**src/rtl/qid_pkg.sv**
```systemverilog
package qid_pkg;
  localparam int HASH_W    = 64;
  localparam int QID_W     = 24;
  localparam int WORD_W    = 32;
  localparam int SHIFT_LSB = 24;
  localparam int SHIFT_W   = 6;
  localparam int SYM_BIT   = 30;
  localparam int EN_BIT    = 31;
  localparam logic [WORD_W-1:0] ENQ_ACTION = 32'h0050_0002;

  typedef struct packed {
    logic [QID_W-1:0] slice;
    logic [QID_W-1:0] mask;
    logic [QID_W-1:0] base;
    logic             en;
    logic             sym;
    logic             err;
  } stage1_t;

  typedef struct packed {
    logic [QID_W-1:0]  qid;
    logic [WORD_W-1:0] action;
    logic              nomatch;
    logic              sym;
    logic              err;
  } stage2_t;
endpackage

```
**src/rtl/qid_slice.sv**
```systemverilog
module qid_slice #(
  parameter int HASH_W  = 64,
  parameter int QID_W   = 24,
  parameter int SHIFT_W = 6
) (
  input  logic [HASH_W-1:0]  hash,
  input  logic [SHIFT_W-1:0] shamt,
  output logic [QID_W-1:0]   slice
);
  localparam int STAGES = SHIFT_W;
  logic [HASH_W-1:0] lvl [STAGES+1];

  assign lvl[0] = hash;
  // Log-depth barrel shifter: one conditional stage per shift bit.
  for (genvar i = 0; i < STAGES; i++) begin : g_bar
    assign lvl[i+1] = shamt[i] ? (lvl[i] >> (1 << i)) : lvl[i];
  end
  assign slice = lvl[STAGES][QID_W-1:0];
endmodule

```
**src/rtl/qid_cfg_check.sv**
```systemverilog
module qid_cfg_check #(
  parameter int QID_W  = 24,
  parameter int WORD_W = 32
) (
  input  logic [QID_W-1:0]  count_m1,
  input  logic [WORD_W-1:0] base_word,
  output logic              err
);
  logic [QID_W:0] cnt;
  logic           not_pow2;
  logic           base_zero;
  logic           base_wide;

  assign cnt       = {1'b0, count_m1} + 1'b1;
  assign not_pow2  = |(cnt & {1'b0, count_m1});
  assign base_zero = (base_word[QID_W-1:0] == '0);
  assign base_wide = |base_word[WORD_W-1:QID_W];
  assign err       = not_pow2 | base_zero | base_wide;
endmodule

```
**src/rtl/qid_pipe_reg.sv**
```systemverilog
module qid_pipe_reg #(
  parameter int W = 8
) (
  input  logic         clk,
  input  logic         rst_n,
  input  logic         adv,
  input  logic         d_valid,
  input  logic [W-1:0] d,
  output logic         q_valid,
  output logic [W-1:0] q
);
  always_ff @(posedge clk or negedge rst_n) begin
    if (!rst_n) begin
      q_valid <= 1'b0;
      q       <= '0;
    end else if (adv) begin
      q_valid <= d_valid;
      q       <= d;
    end
  end
endmodule

```
**src/rtl/qid_spreader.sv**
```systemverilog
module qid_spreader
  import qid_pkg::*;
(
  input  logic              clk,
  input  logic              rst_n,
  input  logic              in_valid,
  output logic              in_ready,
  input  logic [HASH_W-1:0] in_hash,
  input  logic [WORD_W-1:0] in_mode,
  input  logic [WORD_W-1:0] in_hcmd,
  input  logic [WORD_W-1:0] in_qbase,
  output logic              out_valid,
  input  logic              out_ready,
  output logic [QID_W-1:0]  out_qid,
  output logic [WORD_W-1:0] out_action,
  output logic              out_nomatch,
  output logic              out_sym,
  output logic              out_cfg_err
);
  localparam int S1_W = $bits(stage1_t);
  localparam int S2_W = $bits(stage2_t);

  logic    adv;
  stage1_t s1_d, s1_q;
  stage2_t s2_d, s2_q;
  logic    s1_v;
  logic [QID_W-1:0] slice;
  logic    err;

  assign adv      = !out_valid || out_ready;
  assign in_ready = adv;

  qid_slice #(.HASH_W(HASH_W), .QID_W(QID_W), .SHIFT_W(SHIFT_W)) u_slice (
    .hash  (in_hash),
    .shamt (in_hcmd[SHIFT_LSB +: SHIFT_W]),
    .slice (slice)
  );

  qid_cfg_check #(.QID_W(QID_W), .WORD_W(WORD_W)) u_cfg (
    .count_m1  (in_hcmd[QID_W-1:0]),
    .base_word (in_qbase),
    .err       (err)
  );

  always_comb begin
    s1_d.slice = slice;
    s1_d.mask  = in_hcmd[QID_W-1:0];
    s1_d.base  = in_qbase[QID_W-1:0];
    s1_d.en    = in_mode[EN_BIT];
    s1_d.sym   = in_hcmd[SYM_BIT];
    s1_d.err   = err;
  end

  qid_pipe_reg #(.W(S1_W)) u_s1 (
    .clk (clk), .rst_n (rst_n), .adv (adv),
    .d_valid (in_valid), .d (s1_d),
    .q_valid (s1_v), .q (s1_q)
  );

  always_comb begin
    s2_d.qid     = s1_q.en ? (s1_q.base | (s1_q.slice & s1_q.mask)) : '0;
    s2_d.action  = s1_q.en ? ENQ_ACTION : '0;
    s2_d.nomatch = !s1_q.en;
    s2_d.sym     = s1_q.sym;
    s2_d.err     = s1_q.err;
  end

  qid_pipe_reg #(.W(S2_W)) u_s2 (
    .clk (clk), .rst_n (rst_n), .adv (adv),
    .d_valid (s1_v), .d (s2_d),
    .q_valid (out_valid), .q (s2_q)
  );

  assign out_qid     = s2_q.qid;
  assign out_action  = s2_q.action;
  assign out_nomatch = s2_q.nomatch;
  assign out_sym     = s2_q.sym;
  assign out_cfg_err = s2_q.err;
endmodule

```
**config.mk**
```make
export PLATFORM = sky130hd
export DESIGN_NAME = qid_spreader
export DESIGN_NICKNAME = d
export VERILOG_FILES = /design/src/rtl/qid_pkg.sv /design/src/rtl/qid_slice.sv /design/src/rtl/qid_cfg_check.sv /design/src/rtl/qid_pipe_reg.sv /design/src/rtl/qid_spreader.sv
export SDC_FILE = /design/constraint.sdc
export NUM_CORES = 1
export LEC_CHECK = 0
export ABC_AREA = 0
export BUFFER_PORTS_ARGS = -buffer_cell sky130_fd_sc_hd__buf_4
export CAP_MARGIN = 15
export CORE_UTILIZATION = 35
export CTS_BUF_LIST = sky130_fd_sc_hd__clkbuf_2 sky130_fd_sc_hd__clkbuf_4 sky130_fd_sc_hd__clkbuf_8
export CTS_CLUSTER_DIAMETER = 120
export DETAILED_ROUTE_END_ITERATION = 10
export MAX_ROUTING_LAYER = met4
export PLACE_DENSITY_LB_ADDON = 0.1
export RECOVER_POWER = 25
export SLEW_MARGIN = 30
export SYNTH_ARGS = -nofsm -noshare
export SYNTH_HDL_FRONTEND = slang
export SYNTH_SLANG_ARGS = --single-unit
```
**constraint.sdc**
```tcl
create_clock -name clk -period 2.1 [get_ports clk]
set_input_delay 0.315 -clock clk [delete_from_list [all_inputs] [get_ports clk]]
set_output_delay 0.315 -clock clk [all_outputs]
set_load 0.02 [all_outputs]
```
# After elaboration in Yosys (flattened, before gate mapping)
# Cells that the tools add are included.
[totals] ff_bits=136 input_bits=164 output_inout_bits=61 elab_cells=24
[op_classes] add_sub_neg=1 muxes=8 n_bitwise=5 reduce_logical=6
[op_table] cell="$mux W64" count=4
[op_table] cell="$mux W56" count=1
[op_table] cell="$mux W24" count=2
[op_table] cell="$add A24 B1 Y25 const B" count=1
[op_table] cell="$and A25 B24 Y25" count=1
[op_table] cell="$reduce_or A25 Y1" count=1
[op_table] cell="$and A24 B24 Y24" count=1
[op_table] cell="$logic_not A24 Y1" count=1
[op_table] cell="$or A24 B24 Y24" count=1
[op_table] cell="$mux W23" count=1
[op_table] cell="$reduce_or A8 Y1" count=1
[op_table] cell="$logic_not A1 Y1" count=2
[op_table] cell="$or A1 B1 Y1" count=2
[op_table] cell="$logic_or A1 B1 Y1" count=1

# Logic depth before layout (Yosys ltp)
# Gate-level depths: netlist of run 1.
[logic_depth] word_depth=6 ltp_mapped=9 mapped_depth_nobuf=6

# By module
# Synthesis of run 1 repeated with hierarchy kept, for this count alone.
[unflattened] hier_cells=816 hier_area_um2=9907.0
[by_module_without_submodules] mod="qid_slice" instances=1 cells_each=427 area_each_um2=3865.0 seq_area_each_um2=0.0
[by_module_without_submodules] mod="qid_pipe_reg (u_s1)" instances=1 cells_each=160 area_each_um2=2975.4 seq_area_each_um2=1901.8
[by_module_without_submodules] mod="qid_pipe_reg (u_s2)" instances=1 cells_each=127 area_each_um2=2533.7 seq_area_each_um2=1501.4
[by_module_without_submodules] mod="qid_cfg_check" instances=1 cells_each=49 area_each_um2=284.0 seq_area_each_um2=0.0
[by_module_without_submodules] mod="qid_spreader" instances=1 cells_each=53 area_each_um2=249.0 seq_area_each_um2=0.0

# Least setup slack after synthesis of run 1
# Ideal clock, no wire load.
[synth_timing] path_type="input port to flip-flop" start="in in_hcmd[24]" end="reg u_s1.q[67]" setup_time_ns=0.136 t_arrival_ns=2.097 required_ns=1.964 path_slack_ns=-0.133 cell_stages=7 n_path_buf=3 cell_sequence="buf_2 buf_6 buf_2 mux4_2 mux4_2 a22oi_1 o21ai_0"
[synth_between] elab_chain_len=6
[synth_lines] element="start: declaration" line="qid_spreader.sv:10" source="input logic [WORD_W-1:0] in_hcmd,"
[synth_lines] element="$mux W64 (4 in a row)" line="qid_slice.sv:16" source="assign lvl[i+1] = shamt[i] ? (lvl[i] >> (1 << i)) : lvl[i];"
[synth_lines] element="$mux W56" line="qid_slice.sv:16"
[synth_lines] element="$mux W24" line="qid_slice.sv:16"
[synth_lines] element="end signal: assignment" line="qid_pipe_reg.sv:15" source="q <= '0;"
[synth_lines] element="end signal: assignment" line="qid_pipe_reg.sv:18" source="q <= d;"
[synth_lines] element="end: declaration" line="qid_pipe_reg.sv:10" source="output logic [W-1:0] q"
# Every way passes these cells.
# A chain may end at the register's enable or synchronous reset.

# Worst setup path in the final report of run 1
[layout_timing] start="in in_hcmd[24]" end="reg u_s1.q[55]"
# Same word-level chain as after synthesis.

==> summary.txt, run 1 <==
Critical path
  – Kind of critical path: in -> reg
  – Worst R2R Start: u_s2.q_valid
  – Critical Path RT: 2.35 ns
  – CP Launch Type: primary input
  – CP cell instances: buf_4 > buf_4 > mux4_2 > mux2_2 > or2_2 > a211oi_1 > nor4_1
  – Crit-path max FO: 6
  – Cell count along the critical path: 7
  – Crit. Startpoint: in_hcmd[24]
  – Critical path capture point type: flop
  – Reg2Reg Depth: 5
  – Top Family by Delay on Critical Path: multiplexers
  – Crit path largest cell delay: 0.52 ns
  – Most numerous cell on the critical path: buf_4
  – Crit path DAT: 2.23 ns
  – Worst path slowest cell: mux4_2
  – Crit path buffers/inverters: 2

Yosys
  – Sequential area share after synthesis: 30.9%
  – Cells after Synth: 895
  – Post-synthesis register bit count: 105
  – Main flop type after synthesis: dfrtp_1
  – Synth cell types: 51
  – Mapped cell area: 8500 um^2
  – Syn avg cell area: 9.50 um^2
  – Largest area contributor in the netlist: dfrtp_1
  – Share of the synthesized area in the top cell type: 30.9%
  – Fraction of registers with async set/reset: 100%
  – Synth area leaders: dfrtp_1, mux4_2, nand2_1, mux2i_1, buf_4
  – YS warnings: 0
  – EDFF count, synth: 0

STA
  – Final worst path period share: 94.3%
  – Final setup viols: 0
  – Slew @ Worst Pin: 1.15 ns
  – Slew margin rel.: 23.3%
  – Minimum clock period: 1.98 ns
  – Final hold violation count: 0
  – Final Max Tran Viols: 0
  – Clock Skew: 0.0174 ns
  – Peak Freq: 505 MHz
  – RSZ-0062 raised after global routing: no

Floorplan
  – Initial core utilization: 36.0%
  – Core Footprint: 23600 um^2
  – I/O Pins: 225
  – DIE AREA: 24900 um^2
  – Die Y: 158 um
  – Width of the chip: 158 um
  – Row cnt: 56

Min path
  – WHS Path Cells: 3
  – Worst hold path type: in -> reg
  – Hold path start: in_hcmd[30]

Placement
  – Post-placement cell area: 10800 um^2
  – Routability congestion estimate: 0.921
  – DP HPWL: 24400 um
  – PortBufs: 163

Clock tree
  – H-tree depth: 3
  – Postcts setup bufs: 0
  – Root Buffer: clkbuf_8
  – Bufs on Longest Clock Path: 2
  – CTS tree: built
  – CTS buffer count: 9
  – Cts hold-fix bufs: 1
  – Clk Latency, worst-skew pair: 0.38 ns
  – Sink Count: 105
  – Reg clk slew, reported paths: 0.11 ns
  – Post-cts gate resize count: 0

Routing
  – Drt total wl: 30700 um
  – Via density: 5.53
  – DR WL/cell: 21.0 um
  – Remaining DRCs: 0
  – DRT iter0 DRCs: 437
  – Vias: 8051
  – Antenna-violating nets left: 0
  – Detailed Routing Iterations Pass 1: 5

Cells and area
  – Fillers: 2343
  – Syn-to-layout area delta: 29.3%
  – Final Util: 46.5%
  – Nets: 1297
  – Ant diodes: 0
  – Final instance area: 11000 um^2
  – Share of cells above drive strength 1: 36.4%

Global routing
  – Total track usage: 25.8%
  – Largest net degree at the start of global routing: 50
  – Via count of the first global-routing pass: 7926
  – First-pass GRT wire length: 46800 um
  – Initial antenna violation count: 0
  – Grt total ovfl: 0

Job
  – Max Cap Viol: 0

Power and ir drop
  – PwrDens: 597 nW/um^2
  – Leak: 5.07 nW
  – Worst VDD drop: 0.000322 V

Run status
  – Outcome: completed
## path summary, 6_finish.rpt
| check | to | slack [ns] |
|---|---|---|
| max in group asynchronous | u_s1.q[48] | 0.48 |
| hold reg to reg | u_s2.q_valid | 0.46 |
| min in group asynchronous | u_s2.q[39] | 0.67 |
| hold / removal | u_s1.q[1] | 0.13 |
| setup reg to reg | u_s1.q[0] | 0.39 |
| setup / recovery | u_s1.q[55] | 0.12 |
## metal layers
layer / wire (um) / track usage [%] / up-vias / part of all wire [%]
met5: 0 / - / - / 0
met4: 809 / 8.74 / 0 / 2.6
met3: 2010 / 3.07 / 41 / 6.6
met2: 14200 / 39.3 / 319 / 46
met1: 13600 / 35.7 / 3966 / 45
li1: - / - / 3725 / -
## registers in the layout, indices dropped and copies added, names as in the netlist
name,cells
u_s1.q,75
u_s1.q_valid,1
u_s2.q_valid,1
u_s2.q,28
## logic make-up after synthesis
kind of cell           count (synthesis)  synth area share (%)
AND/OR/NAND/NOR                      340                  16.7
AO/OA/AOI/OAI                        163                  12.0
buffers and inverters                106                  6.92
flip-flops                           105                  30.9
multiplexers                         180                  33.5
other                                  1                0.0441
## power breakdown
group	internal, W	switching (W)	total [W]
combinational	0.00124	0.00145	0.00268
sequential	0.00235	0.000229	0.00258
clock	0.000517	0.000779	0.00130
total	0.00410	0.00245	0.00656
## per-stage QoR
stage          TNS [ns]  std cells  setup WS (ns)  hold slack, ns  total power (W)
6_report              0       1457          0.120           0.126          0.00656
5_1_grt               0       1457         0.0319           0.100          0.00695
4_1_cts               0       1457          0.144           0.108          0.00660
3_5_place_dp      -3.84       1440         -0.272           0.347          0.00530
3_3_place_gp      -3.47       1440         -0.240           0.341          0.00528
2_1_floorplan  -0.00887        923       -0.00820          0.0194          0.00404
## layout make-up
| cell class | count | area, um^2 | share of cell area (%) |
|---|---|---|---|
| Tap cell | 319 | 399 | 3.63 |
| Inverter | 7 | 26.3 | 0.239 |
| Timing Repair Buffer | 298 | 2340 | 21.3 |
| Clock inverter | 5 | 45.0 | 0.410 |
| Clock buffer | 11 | 151 | 1.38 |
| Multi-Input combinational cell | 712 | 5400 | 49.1 |
| Sequential cell | 105 | 2630 | 23.9 |
## synthesized netlist by cell type (3+ instances only)
library cell	number
mux2_2	12
a211oi_1	5
inv_1	5
nor3_1	13
buf_4	33
mux2i_1	86
o221ai_1	6
a31oi_1	6
buf_1	12
o21ai_0	41
nand3_1	15
o31ai_1	4
o211ai_1	3
buf_2	14
mux4_2	82
o22ai_1	16
a2111oi_0	3
dfrtp_1	105
nor2_1	34
o32ai_1	3
nor4_1	10
or2_2	5
nor2b_1	10
nand2_1	236
nand2b_1	4
a22oi_1	12
clkbuf_1	34
a21oi_1	47
buf_6	5
nand4_1	5
## worst register-to-register path, delay by kind of cell, from the launching register on
kind,cells,cell delay (ns)
compound gates,3,0.71
flops,1,0.39
simple gates,2,0.51
## placed cells by master, fill, tap and decap left out, types with 5 or more instances in the layout
master    instances
a22oi_1          12
dfrtp_1         105
mux2i_1          86
o22ai_1          16
nand3_1          15
conb_1           29
nand4_1           5
nor4_1           10
a21oi_1          47
or2_2             5
nor2b_1           9
mux2_2           12
buf_12            9
buf_4           285
clkbuf_8         11
nand2_1         236
mux4_2           82
o21ai_0          41
nor3_1           13
a211oi_1          5
nor2_1           34
a31oi_1           6
o221ai_1          6
Note: power is estimated with default switching activity, not from simulation.
==> inputs of run 2 (changes only) <==
--- a/config.mk
+++ b/config.mk
@@ -5,7 +5,7 @@
 export SDC_FILE = /design/constraint.sdc
 export NUM_CORES = 1
 export LEC_CHECK = 0
-export ABC_AREA = 0
+export ABC_AREA = 1
 export BUFFER_PORTS_ARGS = -buffer_cell sky130_fd_sc_hd__buf_4
 export CAP_MARGIN = 15
 export CORE_UTILIZATION = 35
==> run 2 against run 1 <==
Combinational power decreased by 17%. Worst hold slack improved by 0.0028 ns. Global-route usage decreased by 0.15 points. Critical endpoint is now u_s1.q[56]. Clock skew decreased by 0.0028 ns. Synthesized area decreased by 2.9%. Register-to-register slack about the same. Die area decreased by 2.8%. Sequential share of layout area increased by 2.7 points. Utilization decreased by 3.3 points.
==> summary.txt, run 2 <==
STA
  – Slack of the critical path: 0.375 ns (+0.255 ns)
  – RSZ-0062 raised after global routing: no
  – Final worst path period share: 82.1% (-12 points)
  – Peak Freq: 580 MHz (+15%)
  – Setup TNS: 0 ns (unchanged)
  – Final Max Tran Viols: 0 (unchanged)
  – Final hold violation count: 0 (unchanged)
  – Final setup viols: 0 (unchanged)
  – Clock Skew: 0.0146 ns (-0.00279 ns)
  – Slew @ Worst Pin: 0.903 ns (-0.247 ns)
  – Minimum clock period: 1.72 ns (-0.255 ns)
  – Slew margin rel.: 39.8% (+16 points)

Yosys
  – Sequential area share after synthesis: 31.8% (+0.92 points)
  – Post-synthesis register bit count: 105 (unchanged)
  – Most common cell in the netlist: nand2_1
  – Largest area contributor in the netlist: dfrtp_1
  – Most frequent cells after synthesis: nand2_1, nand3_1, dfrtp_1
  – Synth area leaders: dfrtp_1, nand3_1, nand2_1, nor2_1, buf_4
  – Fraction of registers with async set/reset: 100% (unchanged)
  – Cells after Synth: 1332 (+49%)
  – EDFF count, synth: 0 (unchanged)
  – Share of the synthesized area in the top cell type: 31.8% (+0.92 points)
  – Mapped cell area: 8250 um^2 (-2.9%)
  – Main flop type after synthesis: dfrtp_1
  – Syn avg cell area: 6.20 um^2 (-35%)
  – Synth cell types: 26 (-49%)
  – YS warnings: 0 (unchanged)

Critical path
  – Most numerous cell on the critical path: inv_1
  – Top Family by Delay on Critical Path: buffers and inverters
  – Crit path DAT: 1.98 ns (-0.25 ns)
  – CP Launch Type: flop
  – Critical Path RT: 2.36 ns (about the same)
  – Kind of critical path: reg -> reg
  – Crit path buffers/inverters: 3 (+1)
  – CP cell instances: inv_1 > nor2_4 > inv_1 > buf_4 > nand2_1 > nor2_1 > a21oi_1
  – Worst path slowest cell: buf_4
  – Crit path largest cell delay: 0.50 ns (-0.02 ns)
  – Critical path capture point type: flop
  – Crit-path max FO: 50 (+44)

Run status
  – Outcome: completed

Cells and area
  – Share of cells above drive strength 1: 15.9% (-20 points)
  – Ant diodes: 0 (unchanged)
  – Nets: 1615 (+25%)
  – Final instance area: 9870 um^2 (-10%)
  – Max reg flops: 75 (unchanged)
  – Syn-to-layout area delta: 19.6%
  – Largest Register: u_s1.q
  – Biggest regs: u_s1.q x75, u_s2.q x28
  – Leading cell type in the layout, fill and taps excluded: nand2_1
  – Fillers: 2564 (+9.4%)
  – Commonest non-fill, non-tap cells in the layout: nand2_1, nand3_1, buf_4
  – Cell Count, Final, Fillers Out: 1769 (+21%)

Power and ir drop
  – Internal power: 0.00387 W (-5.7%)
  – Clock power frac: 23.2% (+3.4 points)
  – Combinational share of power: 35.6% (-5.4 points)
  – P_sw: 0.00236 W (-3.8%)
  – Flop pwr share: 41.2% (+1.9 points)
  – PwrDens: 631 nW/um^2 (+5.7%)
  – Net Sw Frac: 37.9% (+0.47 points)
  – Worst VDD drop: 0.000325 V (+0.74%)
  – Leak: 4.99 nW (-1.5%)

Routing
  – Vias: 9260 (+15%)
  – Antenna-violating nets left: 0 (unchanged)
  – DR WL/cell: 16.8 um (-20%)
  – DRT iter0 DRCs: 760 (+74%)
  – Remaining DRCs: 0 (unchanged)
  – Drt total wl: 29700 um (-3.3%)
  – Via density: 5.23 (-5.3%)
  – Detailed Routing Iterations Pass 1: 5 (unchanged)

Floorplan
  – Row cnt: 55 (-1.8%)
  – Die Y: 156 um (-1.4%)
  – DIE AREA: 24200 um^2 (-2.8%)
  – Initial core utilization: 36.1% (+0.13 points)
  – Width of the chip: 156 um (-1.4%)
  – I/O Pins: 225 (unchanged)
  – Core Footprint: 22800 um^2 (-3.2%)

Placement
  – DP HPWL: 23000 um (-5.8%)
  – Placed cell count: 1752 (+22%)
  – PortBufs: 163 (unchanged)
  – Routability congestion estimate: 0.913 (-0.90%)
  – Place WS: 0.207 ns (+0.479 ns)
  – Post-placement cell area: 9630 um^2 (-11%)

Global routing
  – Total track usage: 25.7% (-0.15 points)
  – Largest net degree at the start of global routing: 88 (+76%)
  – Grt total ovfl: 0 (unchanged)
  – First-pass GRT wire length: 46900 um (+0.35%)
  – Initial antenna violation count: 0 (unchanged)
  – Via count of the first global-routing pass: 8641 (+9.0%)

Clock tree
  – H-tree depth: 3 (unchanged)
  – Sink Count: 105 (unchanged)
  – CTS buffer count: 9 (unchanged)
  – Root Buffer: clkbuf_8
  – Bufs on Longest Clock Path: 2 (unchanged)
  – Clk Latency, worst-skew pair: 0.38 ns (about the same)
  – Postcts setup bufs: 0 (unchanged)
  – Reg clk slew, reported paths: 0.11 ns (about the same)
  – CTS tree: built

Job
  – Max Cap Viol: 0 (unchanged)

Min path
  – Worst hold path type: in -> reg
[run 2: cell count changes in the layout (fill, tap and decap cells not counted), moves of 18 or more]
cell / change
buf_4: -103
inv_1: +27
mux2i_1: -86
mux4_2: -82
nand2_1: +237
nand3_1: +362
nand3_2: +18
nor2_1: +57
[run 2: logic make-up after synthesis]
logic type      share of synthesized area (%)
flops                                    31.8
buf+inv                                  9.99
simple gates                             51.7
compound gates                           6.40
other cells                            0.0454
[run 2: through the flow]
step | hold WS, ns | util [%] | power, W
floorplan | 0.0194 | - | 0.00391
global placement | 0.299 | 42.1 | 0.00480
detailed placement | 0.302 | 42.1 | 0.00482
CTS | 0.107 | 43.2 | 0.00628
global route | 0.126 | 43.2 | 0.00664
finish | 0.129 | 43.2 | 0.00623
[run 2: final timing paths]
check	startpoint	end	slack, ns	depth (start not counted)
worst max register to register	u_s2.q_valid	u_s1.q[56]	0.38	7
worst max-delay path	u_s2.q_valid	u_s1.q[56]	0.38	7
worst min register to register	u_s1.q_valid	u_s2.q_valid	0.46	2
max in group asynchronous	rst_n	u_s1.q[36]	0.73	3
worst min-delay path	in_hcmd[30]	u_s1.q[1]	0.13	3
min in group asynchronous	rst_n	u_s2.q[47]	0.59	2
[run 2: layout make-up]
cell class              count  area (um^2)  area share [%]
clock buffers              10          138            1.39
clock inverters             6         98.8            1.00
inverters                  36          143            1.45
multi-input cells        1106         4910            49.8
flip-flops and latches    105         2630            26.6
well taps                 313          392            3.97
repair buffers            193         1560            15.8
[run 2: worst register-to-register path, stage by stage (launching register included)]
cell and delay [ns]:
dfrtp_1 0.39, inv_1 0.09, nor2_4 0.06, inv_1 0.21, buf_4 0.50, nand2_1 0.17
nor2_1 0.12, a21oi_1 0.07
[run 2: power by group through the flow]
stage                     Clock (W)  Sequential [W]  Combinational, W
after floorplan                   0         0.00265           0.00126
after global placement            0         0.00260           0.00220
after CTS                   0.00148         0.00257           0.00223
final                       0.00145         0.00256           0.00222
after detailed placement          0         0.00260           0.00221
after global routing        0.00156         0.00260           0.00247
[run 2: repair_timing]
item | 4_1_cts | 5_1_grt
resized for setup | 0 | 0
endpoints found under the hold margin | 30 | 0
hold buffers | 1 | 0
setup endpoints to repair | 0 | 0
[run 2: routing by layer]
layer  part of all wire [%]  up-vias  GRT usage [%]
li1                       -     4610              -
met1                     49     4327           36.9
met2                     44      290           38.9
met3                    5.1       33           2.67
met4                    1.9        0           5.60
met5                      0        -              -
